### config.mk
export PLATFORM = sky130hd
export DESIGN_NAME = sync_serial_rx
export DESIGN_NICKNAME = d
export VERILOG_FILES = /design/src/rtl/srx_pkg.sv /design/src/rtl/srx_clkgen.sv /design/src/rtl/srx_shifter.sv /design/src/rtl/srx_rxbuf.sv /design/src/rtl/sync_serial_rx.sv
export SDC_FILE = /design/constraint.sdc
export NUM_CORES = 1
export LEC_CHECK = 0
export ABC_AREA = 1
export BUFFER_PORTS_ARGS = -buffer_cell sky130_fd_sc_hd__buf_2
export CAP_MARGIN = 20
export CORE_ASPECT_RATIO = 1.75
export CORE_UTILIZATION = 40
export DETAILED_ROUTE_END_ITERATION = 6
export SETUP_SLACK_MARGIN = 0.3
export SKIP_LAST_GASP = 1
export SYNTH_ARGS = -nofsm -noshare
export SYNTH_HDL_FRONTEND = slang
export SYNTH_SLANG_ARGS = --single-unit
### constraint.sdc
create_clock -name clk -period 1.8 [get_ports clk]
set_input_delay 0.27 -clock clk [delete_from_list [all_inputs] [get_ports clk]]
set_output_delay 0.27 -clock clk [all_outputs]
set_load 0.1 [all_outputs]
### src/rtl/srx_pkg.sv
package srx_pkg;
  typedef enum logic {
    SRX_SLAVE  = 1'b0,
    SRX_MASTER = 1'b1
  } srx_mode_e;

  // master divider: four phases per serial clock period
  localparam int               SRX_PH_W      = 2;
  localparam logic [SRX_PH_W-1:0] SRX_PH_SAMPLE = 2'd2;
  localparam logic [SRX_PH_W-1:0] SRX_PH_SHIFT  = 2'd3;
endpackage

### src/rtl/srx_clkgen.sv
// Produces the capture and shift events for either mode and drives the
// master serial clock.
module srx_clkgen
  import srx_pkg::*;
#(
  parameter int SYNC_STAGES = 2
) (
  input  logic clk,
  input  logic rst,
  input  logic baud_tick,
  input  logic sclk_in,
  input  logic is_master,
  input  logic en,
  input  logic frame_done,
  output logic samp_evt,
  output logic shift_evt,
  output logic sclk_out,
  output logic sclk_oe
);
  localparam int TOP = SYNC_STAGES - 1;

  // slave path: synchronizer plus edge detect
  logic [TOP:0] sync_q;
  logic         prev_q;
  logic         s_fall, s_rise;

  generate
    if (SYNC_STAGES > 1) begin : g_sync_chain
      always_ff @(posedge clk) begin
        if (rst) sync_q <= '1;
        else     sync_q <= {sync_q[TOP-1:0], sclk_in};
      end
    end else begin : g_sync_single
      always_ff @(posedge clk) begin
        if (rst) sync_q <= '1;
        else     sync_q <= sclk_in;
      end
    end
  endgenerate

  always_ff @(posedge clk) begin
    if (rst) prev_q <= 1'b1;
    else     prev_q <= sync_q[TOP];
  end

  assign s_fall = prev_q & ~sync_q[TOP];
  assign s_rise = ~prev_q & sync_q[TOP];

  // master path: tick-driven phase counter
  logic [SRX_PH_W-1:0] phase_q, phase_n;
  logic                active_q, active_n;
  logic                m_start, m_samp, m_shift;

  always_comb begin
    phase_n = baud_tick ? phase_q + 1'b1 : phase_q;
    m_start = baud_tick && (phase_n == '0) && !active_q && en && is_master;
    m_samp  = active_q && baud_tick && (phase_n == SRX_PH_SAMPLE);
    m_shift = active_q && baud_tick && (phase_n == SRX_PH_SHIFT);
    if (!en || !is_master || frame_done) active_n = 1'b0;
    else if (m_start)                     active_n = 1'b1;
    else                                  active_n = active_q;
  end

  always_ff @(posedge clk) begin
    if (rst) begin
      phase_q  <= '0;
      active_q <= 1'b0;
      sclk_out <= 1'b0;
      sclk_oe  <= 1'b0;
    end else begin
      phase_q  <= phase_n;
      active_q <= active_n;
      sclk_out <= active_n && phase_n[SRX_PH_W-1];
      sclk_oe  <= active_n;
    end
  end

  assign samp_evt  = is_master ? m_samp  : s_fall;
  assign shift_evt = is_master ? m_shift : s_rise;
endmodule

### src/rtl/srx_shifter.sv
// Captures one bit per capture event and shifts it in, LSB first, on the
// following shift event.
module srx_shifter #(
  parameter int DATA_W = 8
) (
  input  logic              clk,
  input  logic              rst,
  input  logic              gate,
  input  logic              clear,
  input  logic              samp_evt,
  input  logic              shift_evt,
  input  logic              sd_in,
  output logic              frame_done,
  output logic [DATA_W-1:0] frame_data
);
  localparam int               CNT_W = (DATA_W > 1) ? $clog2(DATA_W) : 1;
  localparam logic [CNT_W-1:0] LAST  = CNT_W'(DATA_W - 1);

  logic              samp_q;
  logic              held_q;
  logic [DATA_W-1:0] shreg_q;
  logic [CNT_W-1:0]  cnt_q;
  logic              do_shift;

  assign do_shift   = gate && shift_evt && held_q;
  assign frame_done = do_shift && (cnt_q == LAST);
  assign frame_data = {samp_q, shreg_q[DATA_W-1:1]};

  always_ff @(posedge clk) begin
    if (rst || clear || !gate) begin
      samp_q  <= 1'b0;
      held_q  <= 1'b0;
      shreg_q <= '0;
      cnt_q   <= '0;
    end else if (samp_evt) begin
      samp_q <= sd_in;
      held_q <= 1'b1;
    end else if (do_shift) begin
      shreg_q <= frame_data;
      held_q  <= 1'b0;
      cnt_q   <= frame_done ? '0 : cnt_q + 1'b1;
    end
  end
endmodule

### src/rtl/srx_rxbuf.sv
// Receive buffer with unread tracking, completion pulse and sticky overrun.
module srx_rxbuf #(
  parameter int DATA_W = 8
) (
  input  logic              clk,
  input  logic              rst,
  input  logic              abort,
  input  logic              en_wr,
  input  logic              load,
  input  logic [DATA_W-1:0] load_data,
  input  logic              buf_rd,
  output logic [DATA_W-1:0] rx_buf,
  output logic              rx_done,
  output logic              overrun
);
  logic unread_q;

  always_ff @(posedge clk) begin
    if (rst) begin
      rx_buf   <= '0;
      unread_q <= 1'b0;
      rx_done  <= 1'b0;
    end else begin
      rx_done <= load && !abort;
      if (abort) begin
        rx_buf   <= '0;
        unread_q <= 1'b0;
      end else if (load) begin
        rx_buf   <= load_data;
        unread_q <= 1'b1;
      end else if (buf_rd) begin
        unread_q <= 1'b0;
      end
    end
  end

  always_ff @(posedge clk) begin
    if (rst || en_wr)                          overrun <= 1'b0;
    else if (load && !abort && unread_q && !buf_rd) overrun <= 1'b1;
  end
endmodule

### src/rtl/sync_serial_rx.sv
module sync_serial_rx
  import srx_pkg::*;
#(
  parameter int DATA_W      = 8,
  parameter int SYNC_STAGES = 2
) (
  input  logic              clk,
  input  logic              rst,
  input  logic              baud_tick,
  input  logic              sd_in,
  input  logic              sclk_in,
  input  logic              mode_master,
  input  logic              en_wr,
  input  logic              en_wdata,
  input  logic              buf_rd,
  output logic              sclk_out,
  output logic              sclk_oe,
  output logic              rx_en,
  output logic [DATA_W-1:0] rx_buf,
  output logic              rx_done,
  output logic              overrun
);
  srx_mode_e         mode;
  logic              is_master;
  logic              samp_evt, shift_evt;
  logic              frame_done;
  logic [DATA_W-1:0] frame_data;
  logic              abort;
  logic              load;

  assign mode      = srx_mode_e'(mode_master);
  assign is_master = (mode == SRX_MASTER);
  assign abort     = en_wr && !en_wdata;
  assign load      = frame_done && !abort;

  // enable bit: software write wins, master frame end self-clears
  always_ff @(posedge clk) begin
    if (rst)                          rx_en <= 1'b0;
    else if (en_wr)                   rx_en <= en_wdata;
    else if (frame_done && is_master) rx_en <= 1'b0;
  end

  srx_clkgen #(.SYNC_STAGES(SYNC_STAGES)) u_clkgen (
    .clk        (clk),
    .rst        (rst),
    .baud_tick  (baud_tick),
    .sclk_in    (sclk_in),
    .is_master  (is_master),
    .en         (rx_en),
    .frame_done (frame_done),
    .samp_evt   (samp_evt),
    .shift_evt  (shift_evt),
    .sclk_out   (sclk_out),
    .sclk_oe    (sclk_oe)
  );

  srx_shifter #(.DATA_W(DATA_W)) u_shifter (
    .clk        (clk),
    .rst        (rst),
    .gate       (rx_en),
    .clear      (abort),
    .samp_evt   (samp_evt),
    .shift_evt  (shift_evt),
    .sd_in      (sd_in),
    .frame_done (frame_done),
    .frame_data (frame_data)
  );

  srx_rxbuf #(.DATA_W(DATA_W)) u_rxbuf (
    .clk       (clk),
    .rst       (rst),
    .abort     (abort),
    .en_wr     (en_wr),
    .load      (load),
    .load_data (frame_data),
    .buf_rd    (buf_rd),
    .rx_buf    (rx_buf),
    .rx_done   (rx_done),
    .overrun   (overrun)
  );
endmodule

* Yosys cells after proc, flatten, opt, wreduce, memory -nomap -nowiden
Cells that the tools add are included.
** Storage, ports and cells
- Register bits :: 32
- Latch bits :: 0
- Memories :: 0
- Output and inout bits :: 13
- RAM bits :: 0
- Bits in read-only memories :: 0
** Cells by class
- Shifts and indexed selects :: 0
- Equality and inequality tests :: 3
- Divide/modulo/power cells :: 0
- $lt $le $gt $ge :: 0
- Multiply operators :: 0
- Bitwise gates (word level) :: 5
- Reductions and logical operators :: 34
- $add $sub $neg :: 2
- Multiplexer cells :: 12
** Operator list (count)
- 1-bit logical AND :: 17
- 1-bit 2-to-1 mux :: 10
- 1-bit logical NOT :: 6
- 2-bit nonzero test :: 3
- 1-bit logical OR :: 5
- 2-bit == test (second input constant) :: 2
- 3-bit by 1-bit adder with 3-bit output (second input constant) :: 1
- 3-bit == test (second input constant) :: 1
- 3-bit 2-to-1 mux :: 1
- 1-bit inverter :: 3
- 2-bit by 1-bit adder with 2-bit output (second input constant) :: 1
- 1-bit AND :: 2
- 2-bit logical NOT :: 1
- 2-bit 2-to-1 mux :: 1
- 2-bit AND reduction :: 1
- 2-bit OR reduction :: 1

* Longest topological paths before layout
Gate-level depths: netlist of run 1.
- Depth in word-level cells :: 12
- Gate-level depth with buffers :: 10

* Cells and area by module
A second synthesis of run 1 with hierarchy kept.
** Unflattened totals
- Cells, all modules :: 187
- Area total of the unflattened synthesis :: 1381.3 µm²
** Modules (own cells, without submodules)
- srx_shifter :: times used 1, sequential area each 240.2 µm², area each 583.1 µm², cells each 86
- srx_rxbuf :: times used 1, sequential area each 220.2 µm², area each 444.2 µm², cells each 50
- srx_clkgen :: times used 1, sequential area each 140.1 µm², area each 280.3 µm², cells each 39
- sync_serial_rx :: times used 1, sequential area each 20.0 µm², area each 73.8 µm², cells each 12

* Worst setup path after synthesis of run 1
Ideal clock, no wire load.
- Kind :: reg2reg
- From :: register rx_en
- To :: register u_rxbuf.rx_buf[0]
- Required time :: 1734 ps
- Slack :: -135 ps
- Setup time :: 66 ps
- Stages on the path, launching flop included :: 9
- Arrival time :: 1869 ps
- Period minus slack after synthesis :: 1935 ps
- Path through :: dfxtp_1 -> o21ai_1 -> nor2_2 -> nand2_1 -> nor2_4 -> nand2_4 -> nor2_4 -> nor2_1 -> nor2_1
** On the way
- Longest elaborated chain between the ends :: 4
** RTL lines
- start, declared :: line sync_serial_rx.sv:18 : output logic rx_en,
- start signal, assigned :: line sync_serial_rx.sv:39 : else if (en_wr) rx_en <= en_wdata;
- 1-bit logical AND (2 in series) :: line srx_shifter.sv:25 : assign do_shift = gate && shift_evt && held_q;
- 1-bit logical AND :: line srx_shifter.sv:26 : assign frame_done = do_shift && (cnt_q == LAST);
- 1-bit logical AND :: line sync_serial_rx.sv:34 : assign load = frame_done && !abort;
- end signal, assigned :: line srx_rxbuf.sv:29 : rx_buf <= load_data;
- end, declared :: line srx_rxbuf.sv:12 : output logic [DATA_W-1:0] rx_buf,
No other way between the ends.
A chain may end at the register's enable or synchronous reset.

* Worst setup path after layout of run 1
- From :: register u_shifter.cnt_q[0]
- To :: register u_rxbuf.rx_buf[6]
** On the way
- Longest elaborated chain between the ends :: 3
** RTL lines
- start, declared :: line srx_shifter.sv:22 : logic [CNT_W-1:0] cnt_q;
- start signal, assigned :: line srx_shifter.sv:41 : cnt_q <= frame_done ? '0 : cnt_q + 1'b1;
- 3-bit == test :: line srx_shifter.sv:26
- 1-bit logical AND :: line srx_shifter.sv:26
- 1-bit logical AND :: line sync_serial_rx.sv:34
No other way between the ends.

==> results of run 1 <==
state kept, by name, indices dropped and copies added, names as in the netlist, 2 cells and up:
signal,cells
u_rxbuf.rx_buf,8
u_clkgen.phase_q,2
u_shifter.cnt_q,3
u_shifter.shreg_q,7
u_clkgen.sync_q,2
area by class of cell:
class / instances / area (sq um)
Clock buffer: 8 / 80.1
Multi-Input combinational cell: 101 / 554
Timing Repair Buffer: 28 / 158
Tap cell: 28 / 35.0
Inverter: 26 / 97.6
Fill cell: 292 / 1370
Sequential cell: 31 / 629
logic make-up (layout without fill, tap and decap cells):
| family | after synthesis | count (layout) | share of synthesized area |
|---|---|---|---|
| xor+xnor | 1 | 1 | 0.00704 |
| fa+ha+maj | 2 | 2 | 0.0201 |
| compound gates | 30 | 30 | 0.129 |
| simple gates | 67 | 68 | 0.260 |
| buf+inv | 28 | 62 | 0.0854 |
| flops | 31 | 31 | 0.498 |
per-layer routing:
layer  vias up  global-route usage  wire length (microns)
li1        570                   -                      -
met1       489               0.188                   1030
met2        21               0.314                   1470
met3         6              0.0569                    110
met4         0              0.0909                     68
met5         -                   0                      0
where the power goes:
part | switching (mW) | internal (mW) | total (mW) | leakage (nW)
combinational | 0.0556 | 0.0255 | 0.0811 | 0.465
clock | 0.231 | 0.274 | 0.505 | 0.0395
sequential | 0.00882 | 0.695 | 0.703 | 0.253
total | 0.296 | 0.994 | 1.29 | 0.757
cells in the final DEF (no fill, tap or decap), drive strengths merged, types with 2 or more instances in the layout:
master,Yosys,routed
dfxtp,31,31
nand2,31,31
nor3,3,3
clkbuf,1,8
nand3,7,7
nor2,21,22
inv,26,26
ha,2,2
nand4,2,2
a21oi,12,12
or2,3,3
o21ai,14,14
buf,1,28
repair_timing:
item / in CTS / in global routing
hold buffers: 0 / 0
buffers inserted: 2 / 4
pin swaps: 1 / 2
setup endpoints to repair: 8 / 17
gates cloned: 1 / 0
resized for setup: 2 / 6
worst min-delay path by stage:
| stage | start | endpoint | slack (ps) | cells after the start |
|---|---|---|---|---|
| 2_1_floorplan | rst | u_clkgen.phase_q[0] | 340 | 1 |
| 3_3_place_gp | u_clkgen.sync_q[0] | u_clkgen.sync_q[1] | 400 | 1 |
| 3_5_place_dp | u_clkgen.sync_q[0] | u_clkgen.sync_q[1] | 390 | 1 |
| 4_1_cts | sclk_in | u_clkgen.sync_q[0] | 170 | 2 |
| 5_1_grt | sclk_in | u_clkgen.sync_q[0] | 180 | 2 |
| 6_report | sclk_in | u_clkgen.sync_q[0] | 180 | 2 |
==> results.toml, run 1 <==
[sta]
fmax_mhz = 727
drv_slew = 0
setup_viol = 0
hold_ws_ps = 175
worstMarginPinSlew_ps = 487
worst_slack_ps = 424
slew-limit-headroom = 0.678
skew_ps = 7.67
finalHoldViolations = 0
finalCritPeriodShare = 0.765
rsz0062_at_grt = "true"
period_needed_ps = 1380
setup_tns_ps = 0

[detailed_routing]
firstDrtPassIters = 4
vias_per_cell = 4.89
routed_wl_microns = 2680
routedWlPerCell_microns = 12.0
drtIter0Drc = 30
ant_nets = 0
drcViolationCount = 0
num_vias = 1086

[placed_design]
io_buffers = 21
place_ws_ps = 160
hpwlAfterDp_microns = 1960
dp.cells = 207
place_area_sq_um = 1390
place.gp.congestion = 0.871

[synth]
synthDistinctLibCells = 24
yosysMostFrequentCell = "dfxtp_1"
synth_ff_type = "dfxtp_1"
synth_area_leader_cell = "dfxtp_1"
synthesis.area_sq_um = 1240
synthArstFlopShare = 0
synth-seq-area-share = 0.498
synth_top_area_share = 0.498
synth_seq_cells = 31
syn_avg_cell_area_sq_um = 7.83
synth_edf_count = 0
yosys_warnings = 0
netlist_top_cells_count = "dfxtp_1, nand2_1, inv_1"
synth.net_count = 170
synthCells = 159
synth_area_leaders = "dfxtp_1, nand2_1, inv_1"

[floorplan]
dieWidth_microns = 44.2
die_area_sq_um = 3350
coreArea_sq_um = 2930
die_h_microns = 75.8
start_util = 0.425
rows = 26
ioPinCount = 22

[setup_path]
cp.required_ps = 1970
cp_cell_sequence = "ha_1 > ha_4 > inv_2 > nor2_4 > nand3_1 > nand2_1 > inv_1"
crit_type = "reg -> reg"
cp-startpoint = "u_shifter.cnt_q[0]"
path_depth = 7
worstSetupStartpointType = "flop"
r2r-end = "u_rxbuf.rx_buf[6]"
critPathTopFamily = "adder cells"
crit_path_end_kind = "flop"
crit_end = "u_rxbuf.rx_buf[6]"
reg2reg_from = "u_shifter.cnt_q[0]"
cp_max_fo = 5
critPathSlowestCell = "dfxtp_1"
r2r_slack_ps = 420
max_stage_delay_ps = 360
worstPathArrival_ps = 1550
reg2reg_depth = 7
crit_buf_inv = 2

[clocking]
cts_tree = "done"
cts.sink_count = 31
h-tree-depth = 2
clockBufferDepth = 2
numCtsBuffers = 5
clkTransAtPathRegs_ps = 60
clock-root-buffer = "clkbuf_8"
clock_latency_ps = 280

[finish]
fin_util = 0.531
post-route-cell-area_sq_um = 1550
syn2layout_area_growth_pct = 24.8
drive_gt1_frac = 0.284
nNetsFinal = 204
layout.cells.non_filler = 222
antennaDiodeCount = 0

[global_route]
overflow = 0
grt_pass1_wl_microns = 4260
grt_pass1_vias = 934
antenna_found_initial = 0
grt_max_degree = 16
track_usage = 0.179

[pwr]
leakagePower_nw = 0.757
powerDensity_nw_per_um2 = 830
total_power_mw = 1.29
irDropWorstVdd_uv = 478

[min_path]
hold_class = "in -> reg"

[run_status]
outcome = "finished clean"

[run]
max_cap_violations = 0
Note: power is estimated with default switching activity, not from simulation.
==> run 2, diff against run 1 <==
- clock period: 1.8 -> 1.2 ns (I/O delays scaled with it)
==> run 2 against run 1 <==
  * The run now ends with design-rule violations, negative setup slack left
  * Clock skew decreased by 2.4 ps
  * Utilization increased by 17 points
  * Non-clock buffer count grew 18
  * Combinational power grew to 2.7 times the previous value
  * Largest power group unchanged
==> results.toml, run 2 (synthesized netlist as in run 1, its figures left out) <==
[detailed_routing]
firstDrtPassIters = 6
routed_wl_microns = 3240
routedWlPerCell_microns = 13.5
ant_nets = 0
drcViolationCount = 2
vias_per_cell = 5.04
num_vias = 1210
drtIter0Drc = 26

[sta]
skew_ps = 5.25
finalHoldViolations = 0
slew-limit-headroom = 0.850
finalCritPeriodShare = 1.09
setup_viol = 21
worstMarginPinSlew_ps = 224
period_needed_ps = 1310
worst_slack_ps = -113
drv_slew = 0
rsz0062_at_grt = "true"
fmax_mhz = 762

[global_route]
grt_pass1_vias = 1221
grt_max_degree = 14
antenna_found_initial = 0
overflow = 0
track_usage = 0.213
grt_pass1_wl_microns = 5130

[clocking]
h-tree-depth = 2
clock-root-buffer = "clkbuf_8"
clockBufferDepth = 2
numCtsBuffers = 5
cts.sink_count = 31
cts_tree = "done"
clkTransAtPathRegs_ps = 70
clock_latency_ps = 290
cts_hold_buf = 0

[pwr]
powerDensity_nw_per_um2 = 1060
leakagePower_nw = 0.910
irDropWorstVdd_uv = 1050

[setup_path]
reg2reg_depth = 10
crit_end = "u_shifter.held_q"
cp.required_ps = 1370
reg2reg_from = "u_clkgen.phase_q[1]"
crit_type = "reg -> reg"
cp-startpoint = "u_clkgen.phase_q[1]"
r2r-end = "u_shifter.held_q"
crit_path_end_kind = "flop"
r2r_slack_ps = -110
cp_max_fo = 2
worstSetupStartpointType = "flop"
worstPathArrival_ps = 1480

[floorplan]
start_util = 0.425
dieWidth_microns = 44.2
rows = 26
die_area_sq_um = 3350
die_h_microns = 75.8
coreArea_sq_um = 2930
ioPinCount = 22

[run]
max_cap_violations = 0

[placed_design]
io_buffers = 21
hpwlAfterDp_microns = 2230
place.gp.congestion = 0.855
dp.cells = 225
place_area_sq_um = 1750

[finish]
syn2layout_area_growth_pct = 64.8
mostFrequentLayoutCells = "inv_1, nand2_1, buf_4"
drive_gt1_frac = 0.542
largest_register = "u_rxbuf.rx_buf"
nNetsFinal = 222
layout.cells.non_filler = 240
largest_reg_flops = 8
reg_top3 = "u_rxbuf.rx_buf: 8 flops, u_shifter.shreg_q: 7 flops, u_shifter.cnt_q: 3 flops"
antennaDiodeCount = 0
post-route-cell-area_sq_um = 2050

[run_status]
violations = "design-rule violations, negative setup slack"
outcome = "finished, violations left"

[min_path]
min_path_cells = 2
hold_class = "in -> reg"
run 2: cell types whose count changed in the layout (fill, tap and decap cells not counted), sizes merged:
cell,delta
buf,+18
run 2: layout make-up:
class                   count  area (sq um)
multi-input cells         101           649
fillers                   234           876
well taps                  28          35.0
flip-flops and latches     31           646
clock buffers               8           100
repair buffers             46           522
inverters                  26           100
run 2: through the flow:
step                      power (mW)  setup slack (ps)  utilization  setup TNS [ps]  hold WS [ps]
final                           2.17              -113        0.701           -1370          79.9
after global routing            2.24              -209        0.701           -3750          78.8
after CTS                       2.16             -47.0        0.662            -586          78.4
after detailed placement        1.25              -135        0.597           -1380           373
after global placement          1.24             -95.5        0.597            -591           367
after floorplan                 1.16              -205            -           -3430           252
run 2: report_power, final:
part           internal (mW)  total (mW)  switching [mW]
Clock                  0.523       0.900           0.378
Sequential              1.04        1.05         0.00979
Combinational         0.0970       0.218           0.121
Total                   1.66        2.17           0.508
run 2: what timing repair did:
item,4_1_cts,5_1_grt
gates resized for setup,25,26
endpoints found under the setup margin,40,40
buffers inserted,2,4
pin swaps,7,14
cloned,1,0
run 2: per-layer routing:
metal,vias up,GRT usage,wire length (microns)
met1,570,0.206,1190
met2,25,0.407,1830
li1,606,-,-
met5,-,0,0
met3,9,0.0498,125
met4,0,0.101,97
run 2: critical path, stage by stage (launching register included):
cell     delay, ps
dfxtp_2        330
inv_2           30
nor2_2          80
nand2_1         80
nand2_2        110
nand2_2         90
buf_4          140
buf_4          120
buf_6          100
nand2_1         50
a21oi_1         60
run 2: how the worst min path moves through the flow:
stage / start / to / slack (ps)
global route: sclk_in / u_clkgen.sync_q[0] / 80
CTS: sclk_in / u_clkgen.sync_q[0] / 80
floorplan: rst / u_clkgen.phase_q[0] / 250
finish: sclk_in / u_clkgen.sync_q[0] / 80
detailed placement: sclk_in / u_clkgen.sync_q[0] / 370
global placement: sclk_in / u_clkgen.sync_q[0] / 370
==> run 3, diff against run 2 <==
- SYNTH_HIERARCHICAL: unset -> 1
==> run 3 against run 2 <==
  * The run ends with negative setup slack left
  * Sequential power about the same
  * Critical path type unchanged
  * Global-route usage is 0.71 points lower
  * Highest routed layer unchanged
  * Setup slack got worse by 83 ps
  * Power up 1.4%
==> results.toml, run 3 <==
[run_status]
outcome = "finished, violations left"
violations = "negative setup slack"

[synth]
synth-compound-area-share = 0.0815
synthDistinctLibCells = 22
synth_ff_type = "dfxtp_1"
synth_edf_count = 0
synthCells = 187
muxShareOfSynthArea = 0
yosys.area_share.adder = 0.0181
synth_area_leaders = "dfxtp_1, nand2_1, nor2_1"
yosys_warnings = 6
synth_area_leader_cell = "dfxtp_1"
synth.net_count = 198
synth_seq_cells = 31
yosysMostFrequentCell = "nand2_1"
yosys.area_share.simple = 0.330
synth_top_family_by_area = "simple AND/OR/NAND/NOR gates"
synth-seq-area-share = 0.449
syn_avg_cell_area_sq_um = 7.39
synthesis.area_sq_um = 1380
post_synth_xor_area_fraction = 0
netlist_top_cells_count = "nand2_1, dfxtp_1, nor2_1"
synthArstFlopShare = 0
synth_top_area_share = 0.449

[clocking]
cts.sink_count = 31
clockBufferDepth = 2
clkTransAtPathRegs_ps = 70
h-tree-depth = 2
cts_hold_buf = 0
clock-root-buffer = "clkbuf_8"
cts_tree = "done"
numCtsBuffers = 5
clock_latency_ps = 290

[floorplan]
dieWidth_microns = 46.4
die_h_microns = 79.7
start_util = 0.430
rows = 27
ioPinCount = 22
coreArea_sq_um = 3210
die_area_sq_um = 3700

[setup_path]
critPathSlowestCell = "dfxtp_2"
cp.required_ps = 1430
crit_end = "u_shifter/shreg_q[7]"
cp_cell_sequence = "nand2_2 > o22ai_4 > nand3_2 > buf_4 > buf_4 > nor2_4 > nor2_1 > nor2_1"
max_stage_delay_ps = 340
crit_path_end_kind = "flop"
reg2reg_from = "u_clkgen/sync_q[1]"
crit_type = "reg -> reg"
worstSetupStartpointType = "flop"
r2r-end = "u_shifter/shreg_q[7]"
worstPathArrival_ps = 1630
path_depth = 8
r2r_slack_ps = -200
crit_buf_inv = 2
cp_max_fo = 8
critPathTopFamily = "simple AND/OR/NAND/NOR gates"
cp-startpoint = "u_clkgen/sync_q[1]"
reg2reg_depth = 8

[sta]
rsz0062_at_grt = "true"
finalCritPeriodShare = 1.16
skew_ps = 6.27
setup_viol = 25
worstMarginPinSlew_ps = 505
period_needed_ps = 1400
fmax_mhz = 716
worst_slack_ps = -196
finalHoldViolations = 0
slew-limit-headroom = 0.664
drv_slew = 0

[finish]
antennaDiodeCount = 0
reg_top3 = "u_rxbuf/rx_buf: 8 flops, u_shifter/shreg_q: 7 flops, u_shifter/cnt_q: 3 flops"
largest_register = "u_rxbuf/rx_buf"
final_common_cell = "nand2_1"
syn2layout_area_growth_pct = 55.4
fin_util = 0.669
nNetsFinal = 245
mostFrequentLayoutCells = "nand2_1, nor2_1, inv_1"
largest_reg_flops = 8
drive_gt1_frac = 0.511

[pwr]
powerDensity_nw_per_um2 = 1020
irDropWorstVdd_uv = 824
leakagePower_nw = 0.857

[global_route]
track_usage = 0.206
grt_max_degree = 12
grt_pass1_wl_microns = 5270
grt_pass1_vias = 1317
overflow = 0
antenna_found_initial = 0

[detailed_routing]
num_vias = 1267
vias_per_cell = 4.56
drtIter0Drc = 17
drcViolationCount = 0
routed_wl_microns = 3240
firstDrtPassIters = 4
ant_nets = 0
routedWlPerCell_microns = 11.7

[placed_design]
hpwlAfterDp_microns = 2290
io_buffers = 21
place_ws_ps = -410
place.gp.congestion = 0.847

[min_path]
hold_class = "in -> reg"

[run]
max_cap_violations = 0
## run 3: changes by cell type in the layout (fill, tap and decap cells not counted), sizes merged, moves of 2 or more
cell,before,now
clkinv,0,2
inv,26,29
nand2,31,51
nand3,7,12
nor2,22,36
nor3,3,0
o21ai,14,1
## run 3: layout make-up
cell class              count  area, sq um
clock buffers               7          108
clock inverters             1         5.00
fillers                   278         1060
inverters                  30          118
multi-input cells         121          718
flip-flops and latches     31          646
well taps                  43         53.8
repair buffers             45          499
## run 3: cells by family after synthesis
kind of cell,Yosys count
flops,31
simple gates,104
compound gates,15
fa+ha+maj,2
buf+inv,35
## run 3: per-layer routing
metal | wire length [microns] | global-route usage | share of wire
met4 | 100 | 0.121 | 0.031
met3 | 98 | 0.0633 | 0.030
met5 | 0 | 0 | 0
met1 | 1090 | 0.163 | 0.34
met2 | 1950 | 0.390 | 0.60
## run 3: stage by stage
step / instances / cell area [sq um] / power [mW] / hold WS (ps) / setup TNS [ps]
2_1_floorplan: 187 / 1440 / 1.16 / 252 / -8000
3_3_place_gp: 261 / 1850 / 1.22 / 355 / -4350
3_5_place_dp: 261 / 1850 / 1.22 / 365 / -5500
4_1_cts: 274 / 2090 / 2.22 / 64.7 / -2330
5_1_grt: 278 / 2150 / 2.29 / 69.7 / -6220
6_report: 278 / 2150 / 2.20 / 69.6 / -3760
## run 3: repair_timing
item / in CTS / in global routing
cloned: 1 / 0
endpoints found under the setup margin: 39 / 40
setup buffers: 4 / 4
gates resized for setup: 32 / 10
pin swaps: 7 / 13
## run 3: worst min path at each step
| stage | startpoint | cells past startpoint | end | slack [ps] |
|---|---|---|---|---|
| floorplan | rst | 1 | u_clkgen/phase_q[1] | 250 |
| detailed placement | sclk_in | 2 | u_clkgen/sync_q[0] | 360 |
| global route | sclk_in | 2 | u_clkgen/sync_q[0] | 70 |
| CTS | sclk_in | 2 | u_clkgen/sync_q[0] | 60 |
| finish | sclk_in | 2 | u_clkgen/sync_q[0] | 70 |
| global placement | sclk_in | 2 | u_clkgen/sync_q[0] | 350 |
## run 3: power breakdown
part / switching [mW] / internal [mW] / leakage, nW
Sequential: 0.00805 / 1.04 / 0.259
Clock: 0.388 / 0.587 / 0.0594
Combinational: 0.106 / 0.0706 / 0.539
Total: 0.502 / 1.70 / 0.857
